===== src/rtl/oport_pkg.sv =====
package oport_pkg;
  localparam int CMD_W = 8;
  localparam logic [CMD_W-1:0] OP_GATE_ON  = 8'hDF;
  localparam logic [CMD_W-1:0] OP_GATE_OFF = 8'hDD;
  localparam logic [3:0]       OP_PULSE_NIB = 4'hF;

  typedef struct packed {
    logic gate_set;
    logic gate_clr;
    logic rst_pulse;
  } oport_dec_t;
endpackage


===== src/rtl/oport_cmd_dec.sv =====
module oport_cmd_dec
  import oport_pkg::*;
(
  input  logic             cmd_wr,
  input  logic [CMD_W-1:0] cmd_byte,
  output oport_dec_t       dec
);
  logic is_pulse;

  always_comb begin
    is_pulse      = (cmd_byte[CMD_W-1 -: 4] == OP_PULSE_NIB);
    dec.gate_set  = cmd_wr && (cmd_byte == OP_GATE_ON);
    dec.gate_clr  = cmd_wr && (cmd_byte == OP_GATE_OFF);
    // only the bit-0 pulse of the pulse family has an effect
    dec.rst_pulse = cmd_wr && is_pulse && !cmd_byte[0];
  end
endmodule


===== src/rtl/oport_reg.sv =====
module oport_reg #(
  parameter int          PORT_W    = 8,
  parameter int          GATE_BIT  = 1,
  parameter int          KOBF_BIT  = 4,
  parameter int          AOBF_BIT  = 5,
  parameter logic [PORT_W-1:0] RST_VAL = 8'hCF
) (
  input  logic              clk,
  input  logic              rst_n,
  input  logic              gate_set,
  input  logic              gate_clr,
  input  logic              port_wr,
  input  logic [PORT_W-1:0] port_data,
  input  logic              kbd_obf,
  input  logic              aux_obf,
  output logic [PORT_W-1:0] port_q,
  output logic              gate_o
);
  logic [PORT_W-1:0] store_q;
  logic [PORT_W-1:0] store_d;
  logic              store_en;

  always_comb begin
    store_en = port_wr | gate_set | gate_clr;
    store_d  = store_q;
    if (gate_set) store_d[GATE_BIT] = 1'b1;
    if (gate_clr) store_d[GATE_BIT] = 1'b0;
    if (port_wr)  store_d = port_data;
  end

  always_ff @(posedge clk or negedge rst_n) begin
    if (!rst_n)        store_q <= RST_VAL;
    else if (store_en) store_q <= store_d;
  end

  assign gate_o = store_q[GATE_BIT];

  for (genvar i = 0; i < PORT_W; i++) begin : g_rd
    if (i == KOBF_BIT) begin : g_k
      assign port_q[i] = kbd_obf;
    end else if (i == AOBF_BIT) begin : g_a
      assign port_q[i] = aux_obf;
    end else begin : g_s
      assign port_q[i] = store_q[i];
    end
  end


  gate_on_chk: assert property (@(posedge clk) disable iff (!rst_n)
    (gate_set && !port_wr) |=> gate_o);

  gate_off_chk: assert property (@(posedge clk) disable iff (!rst_n)
    (gate_clr && !port_wr) |=> !gate_o);

  port_store_chk: assert property (@(posedge clk) disable iff (!rst_n)
    port_wr |=> (gate_o == $past(port_data[GATE_BIT])));

  hold_chk: assert property (@(posedge clk) disable iff (!rst_n)
    (!port_wr && !gate_set && !gate_clr) |=> $stable(store_q));
endmodule


===== src/rtl/oport_rst_pulse.sv =====
module oport_rst_pulse (
  input  logic clk,
  input  logic rst_n,
  input  logic cmd_rst,
  input  logic port_wr,
  input  logic port_run_bit,
  output logic req_o
);
  logic req_d;

  always_comb begin
    req_d = cmd_rst | (port_wr & ~port_run_bit);
  end

  always_ff @(posedge clk or negedge rst_n) begin
    if (!rst_n) req_o <= 1'b0;
    else        req_o <= req_d;
  end


  port_rst_chk: assert property (@(posedge clk) disable iff (!rst_n)
    (port_wr && !port_run_bit) |=> req_o);
endmodule


===== src/rtl/oport_ctl.sv =====
module oport_ctl
  import oport_pkg::*;
#(
  parameter int PORT_W   = CMD_W,
  parameter int GATE_BIT = 1,
  parameter int RUN_BIT  = 0,
  parameter int KOBF_BIT = 4,
  parameter int AOBF_BIT = 5,
  parameter logic [PORT_W-1:0] RST_VAL = 8'hCF
) (
  input  logic              clk,
  input  logic              rst_n,
  input  logic              cmd_wr,
  input  logic [CMD_W-1:0]  cmd_byte,
  input  logic              port_wr,
  input  logic [PORT_W-1:0] port_data,
  input  logic              kbd_obf,
  input  logic              aux_obf,
  output logic [PORT_W-1:0] port_q,
  output logic              a20_o,
  output logic              sys_reset_req
);
  localparam int SYNC_N = 2;

  logic [SYNC_N-1:0] rst_sync_q;
  logic              rst_n_s;
  oport_dec_t        dec;

  always_ff @(posedge clk or negedge rst_n) begin
    if (!rst_n) rst_sync_q <= '0;
    else        rst_sync_q <= {rst_sync_q[SYNC_N-2:0], 1'b1};
  end
  assign rst_n_s = rst_sync_q[SYNC_N-1];

  oport_cmd_dec u_dec (
    .cmd_wr   (cmd_wr),
    .cmd_byte (cmd_byte),
    .dec      (dec)
  );

  oport_reg #(
    .PORT_W   (PORT_W),
    .GATE_BIT (GATE_BIT),
    .KOBF_BIT (KOBF_BIT),
    .AOBF_BIT (AOBF_BIT),
    .RST_VAL  (RST_VAL)
  ) u_reg (
    .clk       (clk),
    .rst_n     (rst_n_s),
    .gate_set  (dec.gate_set),
    .gate_clr  (dec.gate_clr),
    .port_wr   (port_wr),
    .port_data (port_data),
    .kbd_obf   (kbd_obf),
    .aux_obf   (aux_obf),
    .port_q    (port_q),
    .gate_o    (a20_o)
  );

  oport_rst_pulse u_pulse (
    .clk          (clk),
    .rst_n        (rst_n_s),
    .cmd_rst      (dec.rst_pulse),
    .port_wr      (port_wr),
    .port_run_bit (port_data[RUN_BIT]),
    .req_o        (sys_reset_req)
  );


  pulse_cmd_chk: assert property (@(posedge clk) disable iff (!rst_n_s)
    (cmd_wr && cmd_byte[CMD_W-1 -: 4] == 4'hF && !cmd_byte[0]) |=> sys_reset_req);

  req_single_chk: assert property (@(posedge clk) disable iff (!rst_n_s)
    (!cmd_wr && !port_wr) |=> !sys_reset_req);
endmodule


===== config.mk =====
export PLATFORM = sky130hd
export DESIGN_NAME = oport_ctl
export DESIGN_NICKNAME = d
export VERILOG_FILES = /design/src/rtl/oport_pkg.sv /design/src/rtl/oport_cmd_dec.sv /design/src/rtl/oport_reg.sv /design/src/rtl/oport_rst_pulse.sv /design/src/rtl/oport_ctl.sv
export SDC_FILE = /design/constraint.sdc
export NUM_CORES = 1
export LEC_CHECK = 0
export BUFFER_PORTS_ARGS = -buffer_cell sky130_fd_sc_hd__buf_2
export CAP_MARGIN = 20
export CORE_AREA = 5 5 42 44
export CTS_BUF_LIST = sky130_fd_sc_hd__clkbuf_16
export DETAILED_ROUTE_END_ITERATION = 8
export DIE_AREA = 0 0 47 49
export MAX_ROUTING_LAYER = met4
export PLACE_DENSITY_LB_ADDON = 0.2
export SYNTH_ARGS = -nofsm -noshare
export SYNTH_HDL_FRONTEND = slang
export SYNTH_SLANG_ARGS = --single-unit

===== constraint.sdc =====
create_clock -name clk -period 0.8 [get_ports clk]
set_input_delay 0.04 -clock clk [delete_from_list [all_inputs] [get_ports clk]]
set_output_delay 0.04 -clock clk [all_outputs]
set_load 0.01 [all_outputs]

==> results of run 1 <==
## path summary, 6_finish.rpt
check | startpoint | to | slack (ns) | depth (start not counted)
max reg2reg | u_reg.store_q[1]$_DFFE_PN1P_ | u_reg.store_q[1]$_DFFE_PN1P_ | 0.02 | 2
max in group asynchronous | rst_sync_q[1]$_DFF_PN0_ | u_reg.store_q[2]$_DFFE_PN1P_ | 0.42 | 0
min reg2reg | rst_sync_q[1]$_DFF_PN0_ | u_pulse.req_o$_DFF_PN0_ | 0.11 | 0
min | port_data[0] | u_pulse.req_o$_DFF_PN0_ | 0.01 | 2
min in group asynchronous | rst_sync_q[1]$_DFF_PN0_ | u_pulse.req_o$_DFF_PN0_ | 0.11 | 0
max | u_reg.store_q[1]$_DFFE_PN1P_ | a20_o | -0.13 | 1
## state kept, by name, summed over array words and instances (netlist names)
name           cells
rst_sync_q         2
u_reg.store_q      6
u_pulse.req_o      1
## cell usage in the layout (no fill, tap or decap)
| cell | instances |
|---|---|
| buf_2 | 18 |
| buf_4 | 2 |
| buf_6 | 7 |
| clkbuf_16 | 3 |
| conb_1 | 1 |
| dfrtp_1 | 3 |
| dfstp_2 | 6 |
| dlygate4sd3_1 | 1 |
| inv_1 | 4 |
| mux2_2 | 5 |
| nand2_1 | 1 |
| nand3_1 | 1 |
| nand4_1 | 1 |
| nand4b_1 | 1 |
| o211ai_1 | 1 |
| o32ai_1 | 1 |
| or4_1 | 1 |
## power by group
group,switching [uW],leakage [uW],internal [uW]
Clock,217,0.0000423,653
Sequential,30.9,0.0000992,519
Combinational,68.2,0.000176,130
Total,316,0.000318,1300
## final cells by class
cell class	count	area, um2
Clock buffer	3	75.07
Sequential cell	9	232.7
Tap cell	16	20.02
Timing Repair Buffer	28	193.9
Inverter	3	11.26
Multi-Input combinational cell	13	107.6
Fill cell	142	757.0
Clock inverter	1	3.754
## per-layer routing
metal  vias to the layer above  global-route usage  wire length, um
met5                         -                   -                0
met4                         0              0.1014               48
met3                         6             0.03690              163
met2                        26              0.1018              316
met1                       134              0.1071              399
li1                        151                   -                -
## cells by family after synthesis
logic type | count (synthesis)
flip-flops | 9
buffers and inverters | 7
multiplexers | 5
AND/OR/NAND/NOR | 5
AO/OA/AOI/OAI | 2
other | 1
## through the flow
step                      total power, uW  instance area (um2)  cells    util
after floorplan                     631.3                385.4     29       -
after global placement              703.5                511.7     68  0.3652
after detailed placement            704.6                511.7     68  0.3652
after CTS                            1635                644.4     73  0.4598
after global routing                 1695                644.4     73  0.4598
final                                1618                644.4     73  0.4598
## timing repair
item | in CTS | in global routing
cloned | 0 | 0
gates resized for setup | 7 | 0
endpoints found under the setup margin | 7 | 8
buffers inserted | 0 | 0
pin swaps | 1 | 0
hold buffers | 1 | 0
endpoints found under the hold margin | 2 | 0
==> qor.csv, run 1 <==
metric,value,unit
outcome,finished with violations,
failing checks,negative setup slack,
post-synthesis simple-gate area fraction,0.08117,
Synth area leader,dfstp_2,
clock buffer depth,2,
synthesized area per cell,13.29,um2
post-synthesis net count,51,
Hold Path Class,primary input to flop,
"Seq/Total Area, Yosys",0.6039,
die area,0.002303,mm2
number of global-route vias before repair,308,
"EDFF count, synth",0,
# IOs,32,
post-synthesis xor/xnor area fraction,0,
synth top area cells,"dfstp_2 41%, dfrtp_1 19%, mux2_2 15%",
leakage,0.0003177,uW
DR WL/cell,12.71,um
yosys warns,0,
WP buf/inv,1,
asr flop ratio synth,1.000,
GRT Residual Overflow,0,
"Min Clock Period, post-route",0.9325,ns
Die H,49,um
"slowest stage cell, crit path",dfstp_2,
root buf cell,clkbuf_16,
post-synthesis mux area share,0.1461,
"Clk Latency, worst-skew pair",0.23,ns
post-synthesis compound-gate area fraction,0.04221,
main combinational cell family by area after synthesis,multiplexers,
PD cells,2510,mW/mm2
first-pass GRT wire length,1331,um
area growth from synthesis to layout,67.21,%
Detailed Place HPWL,689,um
initial antenna violation count,0,
ratio of final minimum period to clock period,1.166,
CP Data Required Time,0.76,ns
Post-synth top flop,dfstp_2,
via/cell ratio,4.342,
Routed Antenna Nets,0,
CTS tree,done,
VDD IR max,1.103,mV
Mapped Area,385.4,um2
Yosys top cell area share,0.4091,
worst path arrival time,0.89,ns
clock slew seen by the registers of the worst setup and hold paths,0.04,ns
Slew Limit Fails,0,
Synth Register Bits,9,
Crit path max-delay family,flip-flops,
fin nets,80,
critical path class,flop to primary output,
RSZ-0062 raised after global routing,true,
Final GP Congestion,0.6907,
Routed WL,928,um
dpl ws,-0.07275,ns
Max-cap violations,0,
Starting DRT DRC Count,0,
CTS Buf Count,3,
H-tree depth,1,
crit path cell chain,buf_6,
DRC,0,
GRT Overall Usage,0.09058,
final hold violation count,0,
Post-Syn Instances,29,
final setup margin,-0.1325,ns
Yosys cell types,14,
Core Rows,14,
port buffer count,25,
max incr delay on CP,0.55,ns
startpoint types,flop,
worst-path fanout max,3,
# setup viols final,7,
Final Skew,0.002640,ns
final hold slack,0.01133,ns
vias post-DR,317,
Post-synth top cells,"6 x dfstp_2, 5 x mux2_2, 3 x buf_4, 3 x dfrtp_1, 3 x inv_1",
first-pass iteration count of the detailed router,1,
n_diodes,0,
"count leader, synth",dfstp_2,
TritonCTS Sinks,9,
share of layout cells above drive strength 1,0.7193,
setup TNS,-0.7770,ns
largest net degree at the start of global routing,8,
Die X-Extent,47,um
Worst setup EP type,primary output,
adder-cell share of the synthesized area,0,
FMAX,1072,MHz
Initial Util,0.2750,
CORE AREA,0.001401,mm2
(Power assumes the default switching activity.)
==> run 2: changes to the inputs <==
RECOVER_POWER = 50   (was unset)
==> qor.csv, run 2 (synthesis gave the netlist of run 1 again) <==
metric,value,unit,change
Sw Ratio,0.1955,,about the same
H-tree depth,1,,unchanged
number of global-route vias before repair,308,,unchanged
first-pass iteration count of the detailed router,1,,unchanged
port buffer count,25,,unchanged
RSZ-0062 raised after global routing,true,,
fin nets,80,,unchanged
ratio of final minimum period to clock period,1.166,,about the same
CTS Buf Count,3,,unchanged
final setup margin,-0.1326,ns,-0.00008000 ns
final hold violation count,0,,unchanged
DR WL/cell,12.66,um,-0.43%
vias post-DR,318,,+0.32%
number of flip-flops in the largest register,6,,unchanged
"Min Clock Period, post-route",0.9326,ns,+0.00008000 ns
share of layout cells above drive strength 1,0.7018,,-0.01754
max incr delay on CP,0.55,ns,about the same
root buf cell,clkbuf_16,,
Starting DRT DRC Count,0,,unchanged
Core Rows,14,,unchanged
outcome,finished with violations,,
Flop pwr share,0.340,,about the same
n_diodes,0,,unchanged
Comb pwr share,0.122,,about the same
GRT Overall Usage,0.09058,,unchanged
Slew Limit Fails,0,,unchanged
DRC,0,,unchanged
"commonest non-fill, non-tap cell in the layout",buf_2,,
largest net degree at the start of global routing,8,,unchanged
via/cell ratio,4.356,,+0.32%
CP Data Required Time,0.76,ns,about the same
worst-path fanout max,3,,unchanged
crit path cell chain,buf_6,,
PD cells,2514,mW/mm2,+0.16%
critical hold path startpoint,port_data[0],,
Clk pwr share,0.538,,about the same
fin util,0.4589,,-0.0008920
die area,0.002303,mm2,unchanged
"setup slack, reg-to-reg",0.02,ns,about the same
Sw Pwr,316.1,uW,about the same
# IOs,32,,unchanged
GRT Residual Overflow,0,,unchanged
R2R Path Start,u_reg.store_q[1]$_DFFE_PN1P_,,
startpoint types,flop,,
Die X-Extent,47,um,unchanged
VDD IR max,1.103,mV,about the same
Detailed Place HPWL,689,um,unchanged
first-pass GRT wire length,1331,um,unchanged
worst path arrival time,0.89,ns,about the same
Die H,49,um,unchanged
"Clk Latency, worst-skew pair",0.24,ns,about the same
critical path class,flop to primary output,,
initial antenna violation count,0,,unchanged
CORE AREA,0.001401,mm2,unchanged
leakage,0.0003149,uW,-0.87%
TritonCTS Sinks,9,,unchanged
biggest regs,"u_reg.store_q x6, rst_sync_q x2, u_pulse.req_o x1",,
Final GP Congestion,0.6907,,unchanged
clock slew seen by the registers of the worst setup and hold paths,0.04,ns,about the same
"Most flops, register",u_reg.store_q,,
failing checks,negative setup slack,,
Hold Path Class,primary input to flop,,
area growth from synthesis to layout,66.88,%,
Crit path max-delay family,flip-flops,,
WP buf/inv,1,,unchanged
clock buffer depth,2,,unchanged
Routed WL,924,um,-0.43%
# setup viols final,7,,unchanged
total setup buffers inserted after CTS,0,,unchanged
FMAX,1072,MHz,about the same
"commonest non-fill, non-tap cells in the layout","17 x buf_2, 7 x buf_6, 6 x dfstp_2",,
Setup crit start,u_reg.store_q[1]$_DFFE_PN1P_,,
Final Skew,0.002639,ns,-0.0000006800 ns
Initial Util,0.2750,,unchanged
Routed Antenna Nets,0,,unchanged
Max-cap violations,0,,unchanged
Worst setup EP type,primary output,,
setup TNS,-0.7775,ns,-0.0005660 ns
CTS tree,done,,
number of fill cells,143,,+0.70%
"slowest stage cell, crit path",dfstp_2,,
Int Power,1301,uW,about the same
[run 2: area by class of cell]
| type | instances | area [um2] | area share |
|---|---|---|---|
| Sequential cell | 9 | 232.7 | 0.3619 |
| Timing Repair Buffer | 28 | 192.7 | 0.2996 |
| Multi-Input combinational cell | 13 | 107.6 | 0.1673 |
| Clock buffer | 3 | 75.07 | 0.1167 |
| Tap cell | 16 | 20.02 | 0.03113 |
| Inverter | 3 | 11.26 | 0.01751 |
| Clock inverter | 1 | 3.754 | 0.005837 |
[run 2: power by group through the flow]
stage,clock network (uW),registers [uW],logic (uW)
final,870,550,198
after global routing,922,557,216
after floorplan,0,562,69.7
after global placement,0,547,156
after CTS,882,551,202
after detailed placement,0,546,158
[run 2: per-stage QoR]
step	cell area [um2]	worst slack [ns]	cells	hold WS (ns)	power, uW
floorplan	385.4	0.01190	29	-0.2556	631.3
global placement	511.7	-0.07157	68	-0.1746	703.5
detailed placement	511.7	-0.07275	68	-0.1708	704.6
CTS	644.4	-0.1410	73	0.007773	1635
global route	643.1	-0.1515	73	0.01717	1694
finish	643.1	-0.1326	73	0.01124	1617
[run 2: path summary, 6_finish.rpt]
path,end,depth (start not counted)
min,u_pulse.req_o$_DFF_PN0_,2
min in group asynchronous,u_pulse.req_o$_DFF_PN0_,0
min reg2reg,u_pulse.req_o$_DFF_PN0_,0
max in group asynchronous,u_reg.store_q[2]$_DFFE_PN1P_,0
max,a20_o,1
max reg2reg,u_reg.store_q[1]$_DFFE_PN1P_,2
[run 2: timing repair]
action / 4_1_cts / 5_1_grt
resized for setup: 7 / 0
setup endpoints to repair: 7 / 8
endpoints found under the hold margin: 2 / 0
hold buffers: 1 / 0
pin swaps: 1 / 0
[run 2: per-layer routing]
| layer | routed length [um] | part of all wire | GRT usage | vias up |
|---|---|---|---|---|
| li1 | - | - | - | 151 |
| met1 | 396 | 0.43 | 0.1071 | 135 |
| met2 | 316 | 0.34 | 0.1018 | 26 |
| met3 | 163 | 0.18 | 0.03690 | 6 |
| met4 | 48 | 0.052 | 0.1014 | 0 |
| met5 | 0 | 0 | - | - |
